===== src/rtl/vas_pkg.sv =====
`timescale 1ns/1ps
package vas_pkg;

  // Reason attached to discarded beats; encodings are visible on drop_code.
  typedef enum logic [1:0] {
    DROP_NONE    = 2'b00,
    DROP_BADPORT = 2'b01,
    DROP_BADLEN  = 2'b10
  } drop_code_e;

  // Bits needed to hold port numbers 1..n (also holds an index 0..n).
  function automatic int elem_width(input int n);
    return $clog2(n + 1);
  endfunction

endpackage


===== src/rtl/vas_hdr_decode.sv =====
`timescale 1ns/1ps
// Combinational decode and rewrite of a first beat.
module vas_hdr_decode #(
  parameter int NUM_PORTS = 4,
  parameter int DATA_W    = 16,
  parameter int LEN_W     = 4,
  localparam int ADDR_W   = DATA_W - LEN_W,
  localparam int EW       = vas_pkg::elem_width(NUM_PORTS)
) (
  input  logic [DATA_W-1:0]      hdr_in,
  output logic [DATA_W-1:0]      hdr_out,
  output logic [EW-1:0]          port_idx,
  output logic                   drop,
  output vas_pkg::drop_code_e    code
);

  localparam logic [LEN_W-1:0] EW_L   = LEN_W'(EW);
  localparam logic [LEN_W-1:0] ADDR_L = LEN_W'(ADDR_W);
  localparam logic [EW-1:0]    MAXP   = EW'(NUM_PORTS);

  logic [LEN_W-1:0]  len_f;
  logic [ADDR_W-1:0] addr_f;
  logic [ADDR_W-1:0] addr_sh;
  logic [LEN_W-1:0]  len_new;
  logic [EW-1:0]     elem;
  logic              len_bad;
  logic              elem_bad;

  always_comb begin
    len_f    = hdr_in[DATA_W-1 -: LEN_W];
    addr_f   = hdr_in[ADDR_W-1:0];
    elem     = addr_f[ADDR_W-1 -: EW];
    len_bad  = (len_f < EW_L) || (len_f > ADDR_L);
    elem_bad = (elem == '0) || (elem > MAXP);
    addr_sh  = addr_f << EW;
    len_new  = len_f - EW_L;
    hdr_out  = {len_new, addr_sh};
    port_idx = elem - EW'(1);
    if (len_bad) begin
      drop = 1'b1;
      code = vas_pkg::DROP_BADLEN;
    end else if (elem_bad) begin
      drop = 1'b1;
      code = vas_pkg::DROP_BADPORT;
    end else begin
      drop = 1'b0;
      code = vas_pkg::DROP_NONE;
    end
  end

endmodule


===== src/rtl/vas_route_ctl.sv =====
`timescale 1ns/1ps
// Packet framing and destination hold. Destination index NUM_PORTS is the discard stream.
module vas_route_ctl #(
  parameter int NUM_PORTS = 4,
  localparam int EW       = vas_pkg::elem_width(NUM_PORTS),
  localparam int ND       = NUM_PORTS + 1
) (
  input  logic                clk,
  input  logic                rst,
  input  logic                in_valid,
  input  logic                in_eop,
  input  logic                hdr_drop,
  input  logic [EW-1:0]       hdr_port,
  input  vas_pkg::drop_code_e hdr_code,
  input  logic [ND-1:0]       dest_ready,
  output logic                in_ready,
  output logic [ND-1:0]       load_vec,
  output logic                is_hdr,
  output vas_pkg::drop_code_e beat_code
);

  localparam logic [EW-1:0] DROP_IDX = EW'(NUM_PORTS);

  logic                in_pkt;
  logic [EW-1:0]       cur_dest;
  vas_pkg::drop_code_e cur_code;
  logic [EW-1:0]       dest;
  logic                fire;

  always_comb begin
    is_hdr    = !in_pkt;
    dest      = is_hdr ? (hdr_drop ? DROP_IDX : hdr_port) : cur_dest;
    beat_code = is_hdr ? hdr_code : cur_code;
    in_ready  = dest_ready[dest];
    fire      = in_valid && in_ready;
    load_vec  = '0;
    for (int i = 0; i < ND; i++) begin
      if (fire && (dest == EW'(i))) load_vec[i] = 1'b1;
    end
  end

  always_ff @(posedge clk) begin
    if (rst) begin
      in_pkt   <= 1'b0;
      cur_dest <= '0;
      cur_code <= vas_pkg::DROP_NONE;
    end else if (fire) begin
      in_pkt <= !in_eop;
      if (is_hdr) begin
        cur_dest <= dest;
        cur_code <= hdr_code;
      end
    end
  end

endmodule


===== src/rtl/vas_out_stage.sv =====
`timescale 1ns/1ps
// One-entry registered output; data registers carry no reset.
module vas_out_stage #(
  parameter int W = 18
) (
  input  logic         clk,
  input  logic         rst,
  input  logic         load,
  input  logic [W-1:0] d,
  input  logic         ready,
  output logic         can_take,
  output logic         q_valid,
  output logic [W-1:0] q
);

  always_ff @(posedge clk) begin
    if (rst)        q_valid <= 1'b0;
    else if (load)  q_valid <= 1'b1;
    else if (ready) q_valid <= 1'b0;
  end

  always_ff @(posedge clk) begin
    if (load) q <= d;
  end

  assign can_take = !q_valid || ready;

endmodule


===== src/rtl/vas_switch.sv =====
`timescale 1ns/1ps
module vas_switch #(
  parameter int NUM_PORTS = 4,
  parameter int DATA_W    = 16,
  parameter int LEN_W     = 4
) (
  input  logic                          clk,
  input  logic                          rst,
  input  logic                          in_valid,
  output logic                          in_ready,
  input  logic [DATA_W-1:0]             in_data,
  input  logic                          in_sop,
  input  logic                          in_eop,
  output logic [NUM_PORTS-1:0]          out_valid,
  input  logic [NUM_PORTS-1:0]          out_ready,
  output logic [NUM_PORTS*DATA_W-1:0]   out_data,
  output logic [NUM_PORTS-1:0]          out_sop,
  output logic [NUM_PORTS-1:0]          out_eop,
  output logic                          drop_valid,
  input  logic                          drop_ready,
  output logic [DATA_W-1:0]             drop_data,
  output logic                          drop_sop,
  output logic                          drop_eop,
  output logic [1:0]                    drop_code
);

  localparam int EW = vas_pkg::elem_width(NUM_PORTS);
  localparam int ND = NUM_PORTS + 1;
  localparam int PW = DATA_W + 2;
  localparam int DW = DATA_W + 4;

  logic [DATA_W-1:0]   hdr_new;
  logic [EW-1:0]       hdr_port;
  logic                hdr_drop;
  vas_pkg::drop_code_e hdr_code;
  vas_pkg::drop_code_e beat_code;
  logic                is_hdr;
  logic [ND-1:0]       dest_ready;
  logic [ND-1:0]       load_vec;
  logic [DATA_W-1:0]   fwd_data;

  vas_hdr_decode #(
    .NUM_PORTS(NUM_PORTS), .DATA_W(DATA_W), .LEN_W(LEN_W)
  ) u_dec (
    .hdr_in  (in_data),
    .hdr_out (hdr_new),
    .port_idx(hdr_port),
    .drop    (hdr_drop),
    .code    (hdr_code)
  );

  vas_route_ctl #(.NUM_PORTS(NUM_PORTS)) u_ctl (
    .clk       (clk),
    .rst       (rst),
    .in_valid  (in_valid),
    .in_eop    (in_eop),
    .hdr_drop  (hdr_drop),
    .hdr_port  (hdr_port),
    .hdr_code  (hdr_code),
    .dest_ready(dest_ready),
    .in_ready  (in_ready),
    .load_vec  (load_vec),
    .is_hdr    (is_hdr),
    .beat_code (beat_code)
  );

  assign fwd_data = is_hdr ? hdr_new : in_data;

  for (genvar i = 0; i < ND; i++) begin : g_dst
    if (i < NUM_PORTS) begin : g_port
      logic [PW-1:0] q;
      vas_out_stage #(.W(PW)) u_stage (
        .clk     (clk),
        .rst     (rst),
        .load    (load_vec[i]),
        .d       ({fwd_data, in_sop, in_eop}),
        .ready   (out_ready[i]),
        .can_take(dest_ready[i]),
        .q_valid (out_valid[i]),
        .q       (q)
      );
      assign out_data[i*DATA_W +: DATA_W] = q[PW-1 -: DATA_W];
      assign out_sop[i] = q[1];
      assign out_eop[i] = q[0];
    end else begin : g_drop
      logic [DW-1:0] q;
      vas_out_stage #(.W(DW)) u_stage (
        .clk     (clk),
        .rst     (rst),
        .load    (load_vec[i]),
        .d       ({in_data, in_sop, in_eop, beat_code}),
        .ready   (drop_ready),
        .can_take(dest_ready[i]),
        .q_valid (drop_valid),
        .q       (q)
      );
      assign drop_data = q[DW-1 -: DATA_W];
      assign drop_sop  = q[3];
      assign drop_eop  = q[2];
      assign drop_code = q[1:0];
    end
  end

endmodule


===== config.mk =====
export PLATFORM = sky130hd
export DESIGN_NAME = vas_switch
export DESIGN_NICKNAME = d
export VERILOG_FILES = /design/src/rtl/vas_pkg.sv /design/src/rtl/vas_hdr_decode.sv /design/src/rtl/vas_route_ctl.sv /design/src/rtl/vas_out_stage.sv /design/src/rtl/vas_switch.sv
export SDC_FILE = /design/constraint.sdc
export NUM_CORES = 1
export LEC_CHECK = 0
export BUFFER_PORTS_ARGS = -buffer_cell sky130_fd_sc_hd__buf_4
export CAP_MARGIN = 5
export CORE_MARGIN = 4
export CORE_UTILIZATION = 50
export DETAILED_ROUTE_END_ITERATION = 7
export PLACE_DENSITY = 0.87
export SKIP_CTS_REPAIR_TIMING = 1
export SLEW_MARGIN = 10
export SYNTH_ARGS = -nofsm -noshare
export SYNTH_HDL_FRONTEND = slang
export SYNTH_HIERARCHICAL = 1
export SYNTH_SLANG_ARGS = --single-unit

===== constraint.sdc =====
create_clock -name clk -period 5 [get_ports clk]
set_clock_uncertainty 0.05 [all_clocks]
set_input_delay 0.75 -clock clk [delete_from_list [all_inputs] [get_ports clk]]
set_output_delay 0.75 -clock clk [all_outputs]
set_load 0.05 [all_outputs]

==> results of run 1 <==
power groups by stage:
stage	combinational (mW)	clock, mW	sequential, mW
after floorplan	0.154	0	1.13
after global placement	0.329	0	1.03
after detailed placement	0.337	0	1.03
after CTS	0.339	0.494	1.02
after global routing	0.357	0.542	1.02
final	0.336	0.482	1.02
stage by stage:
step                area, sq um  utilization
floorplan                  3948            -
global placement           4907       0.6383
detailed placement         4907       0.6383
CTS                        5096       0.6629
global route               5096       0.6629
finish                     5096       0.6629
sequential cells by signal, indices dropped and copies added, names as in the netlist:
name,cells
g_dst.g_port.u_stage/q,72
g_dst.g_drop.u_stage/q,20
g_dst.g_port.u_stage/q_valid,4
u_ctl/cur_dest,3
u_ctl/cur_code,2
g_dst.g_drop.u_stage/q_valid,1
u_ctl/in_pkt,1
logic make-up (layout without fill, tap and decap cells):
logic type / count (synthesis) / after routing / synth area share
multiplexers: 20 / 20 / 0.06637
AO/OA/AOI/OAI: 23 / 23 / 0.04699
adder cells (fa/ha/maj): 3 / 3 / 0.009528
buffers and inverters: 32 / 160 / 0.05271
other: 1 / 3 / 0.0009518
XOR/XNOR: 3 / 3 / 0.006670
flip-flops: 103 / 103 / 0.7571
AND/OR/NAND/NOR: 32 / 32 / 0.05971
final timing paths:
check                                               startpoint                                      end
worst max register to register       u_ctl/in_pkt$_SDFFE_PP0P_  g_dst[0].g_port.u_stage/q[16]$_DFFE_PP_
worst min register to register  u_ctl/cur_code[1]$_SDFFE_PP0P_           u_ctl/cur_code[1]$_SDFFE_PP0P_
worst min-delay path            u_ctl/cur_code[1]$_SDFFE_PP0P_           u_ctl/cur_code[1]$_SDFFE_PP0P_
worst max-delay path                                in_data[9]                                 in_ready
layer usage:
layer,up-vias,share of wire
li1,1038,-
met1,1107,0.40
met2,102,0.53
met3,6,0.057
met4,0,0.0066
met5,-,0
critical path: stages:
cell and delay [ps]:
buf_4 110, inv_1 80, ha_1 210, xnor2_1 270, nand3b_1 220, or3b_1 450
a311oi_1 370, nor2_1 120, or2_1 240, buf_4 190
cell usage in the layout, fill, tap and decap left out, drive strengths merged, types with 2 or more instances in the layout:
cell	instances
edfxtp	92
nor2	5
xnor2	2
nand2	4
mux2	19
or3b	2
clkinv	3
nor3b	4
ha	3
or3	3
dfxtp	11
buf	129
nand2b	8
conb	3
a311oi	4
a21oi	10
inv	18
clkbuf	9
o21ai	2
a21boi	2
layout make-up:
cell class	instances	area, sq um
clock buffers	9	123.9
well taps	102	127.6
multi-input cells	84	772.0
clock inverters	7	65.06
flip-flops and latches	103	2983
repair buffers	129	968.4
fillers	563	2591
inverters	15	56.30
==> flow_summary.ini, run 1 <==
[logic_synthesis]
syn_avg_cell_area_sq_um = 18.16
yosys_most_used_dff = edfxtp_1
synth_area_leaders = edfxtp_1, dfxtp_1, mux2_4
synth_area_leader_cell = edfxtp_1
synth_edf_count = 92
async_reset_ff_frac = 0
synthCells = 217
ys_types = 41
yosysMostFrequentCell = edfxtp_1
yosysSeqAreaShare = 0.7571
synth_common_cells = edfxtp_1, inv_1, buf_4
ys_warn_count = 6
ys_seq_elements = 103
synth_area_sq_mm = 0.003940
synth_top_area_frac = 0.7012

[global_route]
grt_pass1_wl_microns = 13590
grt_pass1_vias = 2350
track_usage = 0.1896
use_met3 = 0.04326
gr-max-usage-layer = met2
grt_util_met2 = 0.3339
grt.overflow.total = 0
grt_util_met1 = 0.2311
grt_max_degree = 22
antenna_found_initial = 0

[clock_tree]
max-clock-path-buffers = 2
numCtsBuffers = 9
cts.clk_slew.worst_paths_ps = 90
clock_sinks = 103
cts_tree = yes
clockRootBuffer = clkbuf_8
clk_latency_ps = 350
cts_htree_levels = 3

[finish]
drive_above_1_share = 0.5303
diodes = 0
final_cells = 449
num-nets-final = 371
syn_to_final_growth_pct = 29.34

[pwr]
total_power_mw = 1.834
cellLeakagePower_nw = 2.007
power.density_mw_per_mm2 = 359.8
internal_power_mw = 1.303
vdd_drop_max_uv = 234.9
switching_power_mw = 0.5307
clockPowerShare = 0.263
netSwitchingFraction = 0.2894
power_frac_comb = 0.183
seq_power_share = 0.554

[floorplan]
die_w_microns = 96.77
start_util = 0.5125
row_count = 32
core_area_sq_mm = 0.007687
dieArea_sq_mm = 0.009364
io_pins = 124
die_h_microns = 96.77

[placement]
io_buffers = 123
place_inst = 433
place_ws_ps = 1055
gp_congestion = 0.8503
dp.final_hpwl_microns = 6296

[sta]
rsz0062_at_grt = false
layout_setup_ws_ps = 1190
hold_slack_ps = 434.5
fin_tns_setup_ps = 0
post-route-min-period_ps = 3810
drv_slew = 0
period_share = 0.7620
slew_headroom = 0.3565
setup_viol = 0
finalHoldViolCount = 0
worstMarginPinSlew_ps = 964.2
max_freq_ghz = 0.2625

[worst_setup_path]
critPathLaunchType = primary input
rrSetupSlack_ps = 1990
cp-end-kind = output pin
required_ps = 4200
crit_fanout = 6
r2r.worst_path.cells = 6
worstSetupPathType = primary input to output pin
arrival_ps = 3010

[detailed_routing]
drt_iter0_drc = 103
vias_per_cell = 5.018
via_count = 2253
drtAntennaViolNets = 0
drc = 0
wl_microns = 8625
drt_pass1_iterations = 4
wire_per_inst_microns = 19.21

[run]
drv_cap = 0

[outcome]
status = finished, final reports clean

[worst_hold_path]
hold_depth = 2
hp-class = flip-flop to flip-flop
No activity file was read; power rests on OpenSTA's default activity.
==> inputs of run 2 (changes only) <==
--- a/config.mk
+++ b/config.mk
@@ -8,9 +8,9 @@
 export BUFFER_PORTS_ARGS = -buffer_cell sky130_fd_sc_hd__buf_4
 export CAP_MARGIN = 5
 export CORE_MARGIN = 4
-export CORE_UTILIZATION = 50
+export CORE_UTILIZATION = 46
 export DETAILED_ROUTE_END_ITERATION = 7
-export PLACE_DENSITY = 0.87
+export PLACE_DENSITY = 0.85
 export SKIP_CTS_REPAIR_TIMING = 1
 export SLEW_MARGIN = 10
 export SYNTH_ARGS = -nofsm -noshare
==> constraint.sdc (replaced) <==
create_clock -name clk -period 3.3 [get_ports clk]
set_clock_uncertainty 0.05 [all_clocks]
set_input_delay 0.495 -clock clk [delete_from_list [all_inputs] [get_ports clk]]
set_output_delay 0.495 -clock clk [all_outputs]
set_load 0.05 [all_outputs]
==> flow_summary.ini, run 2 (synthesized netlist as in run 1, its figures left out) <==
[clock_tree]
numCtsBuffers = 9
clockRootBuffer = clkbuf_8
clock_sinks = 103
max-clock-path-buffers = 2
cts.clk_slew.worst_paths_ps = 110
cts_tree = yes
clk_latency_ps = 350
cts_htree_levels = 3

[finish]
drive_above_1_share = 0.5487
fillers = 631
syn_to_final_growth_pct = 32.42
largest-register = g_dst.g_port.u_stage/q
fin_area_sq_mm = 0.005218
layout_common_cells = buf_4, edfxtp_1, inv_1
layout_commonest_cell = buf_4
final_util = 0.6318
diodes = 0
reg_top3 = g_dst.g_port.u_stage/q x72, g_dst.g_drop.u_stage/q x20, g_dst.g_port.u_stage/q_valid x4
largest_register_ffs = 72
num-nets-final = 383

[floorplan]
core_area_sq_mm = 0.008258
dieArea_sq_mm = 0.01011
row_count = 33
start_util = 0.4771
io_pins = 124
die_h_microns = 100.6
die_w_microns = 100.6

[detailed_routing]
drt_pass1_iterations = 4
drc = 0
drtAntennaViolNets = 0
vias_per_cell = 4.894
wire_per_inst_microns = 17.81
drt_iter0_drc = 54
via_count = 2271
wl_microns = 8265

[outcome]
status = finished, final reports clean

[pwr]
vdd_drop_max_uv = 260.9
power.density_mw_per_mm2 = 535.7
cellLeakagePower_nw = 2.085

[global_route]
track_usage = 0.1676
grt_max_degree = 19
grt_pass1_wl_microns = 12540
grt_pass1_vias = 2337
grt.overflow.total = 0
antenna_found_initial = 0

[worst_setup_path]
worstSetupPathType = primary input to output pin
required_ps = 2750
crit_fanout = 5
arrival_ps = 2600
critPathLaunchType = primary input
cp-end-kind = output pin

[placement]
gp_congestion = 0.8674
io_buffers = 123
dp.final_hpwl_microns = 6137
place_ws_ps = 38.35
place_area_sq_mm = 0.005026

[run]
drv_cap = 0

[sta]
period_share = 0.9532
rsz0062_at_grt = false
post-route-min-period_ps = 3145
finalHoldViolCount = 0
max_freq_ghz = 0.3179
fin_tns_setup_ps = 0
drv_slew = 0
layout_setup_ws_ps = 154.6
setup_viol = 0
hold_slack_ps = 277.3

[worst_hold_path]
hp-class = primary input to flip-flop
[run 2: per-stage QoR]
| step | total power [mW] | cells |
|---|---|---|
| finish | 2.795 | 464 |
| CTS | 2.817 | 464 |
| detailed placement | 2.110 | 448 |
| floorplan | 1.943 | 219 |
| global route | 2.904 | 464 |
| global placement | 2.098 | 448 |
[run 2: cell type report]
type,instances,area [sq um],area share
timing repair buffer,141,1071,0.2053
clock buffer,9,123.9,0.02374
tap,105,131.4,0.02518
inverter,15,56.30,0.01079
clock inverter,7,53.80,0.01031
sequential,103,2983,0.5717
multi-input combinational,84,798.3,0.1530
[run 2: final timing paths]
path,from,end,slack (ps),depth (start not counted)
setup reg to reg,u_ctl/in_pkt$_SDFFE_PP0P_,g_dst[3].g_port.u_stage/q[12]$_DFFE_PP_,760,6
setup / recovery,in_data[12],in_ready,150,12
hold / removal,in_data[0],g_dst[4].g_drop.u_stage/q[4]$_DFFE_PP_,280,1
hold reg to reg,u_ctl/cur_code[0]$_SDFFE_PP0P_,u_ctl/cur_code[0]$_SDFFE_PP0P_,420,2
[run 2: power by group]
part	leakage (nW)	switching [mW]	internal, mW
logic	1.07	0.342	0.200
registers	0.926	0.0289	1.51
clock network	0.0896	0.431	0.283
[run 2: worst max-delay path, cell delays in order]
cell and delay (ps):
buf_4 130, inv_1 70, ha_1 140, and3b_2 210
nand3b_1 220, buf_4 180, nor3b_1 180, a21oi_1 90
a311oi_2 330, nor2_1 120, or2_1 240, buf_4 190
[run 2: per-layer routing]
| metal | global-route usage | vias to the layer above | routed length [microns] | share of wire |
|---|---|---|---|---|
| met5 | 0 | - | 0 | 0 |
| met4 | 0.05596 | 0 | 99 | 0.012 |
| met2 | 0.2966 | 87 | 4206 | 0.51 |
| met1 | 0.1992 | 1114 | 3441 | 0.42 |
| met3 | 0.04221 | 7 | 518 | 0.063 |
| li1 | - | 1063 | - | - |
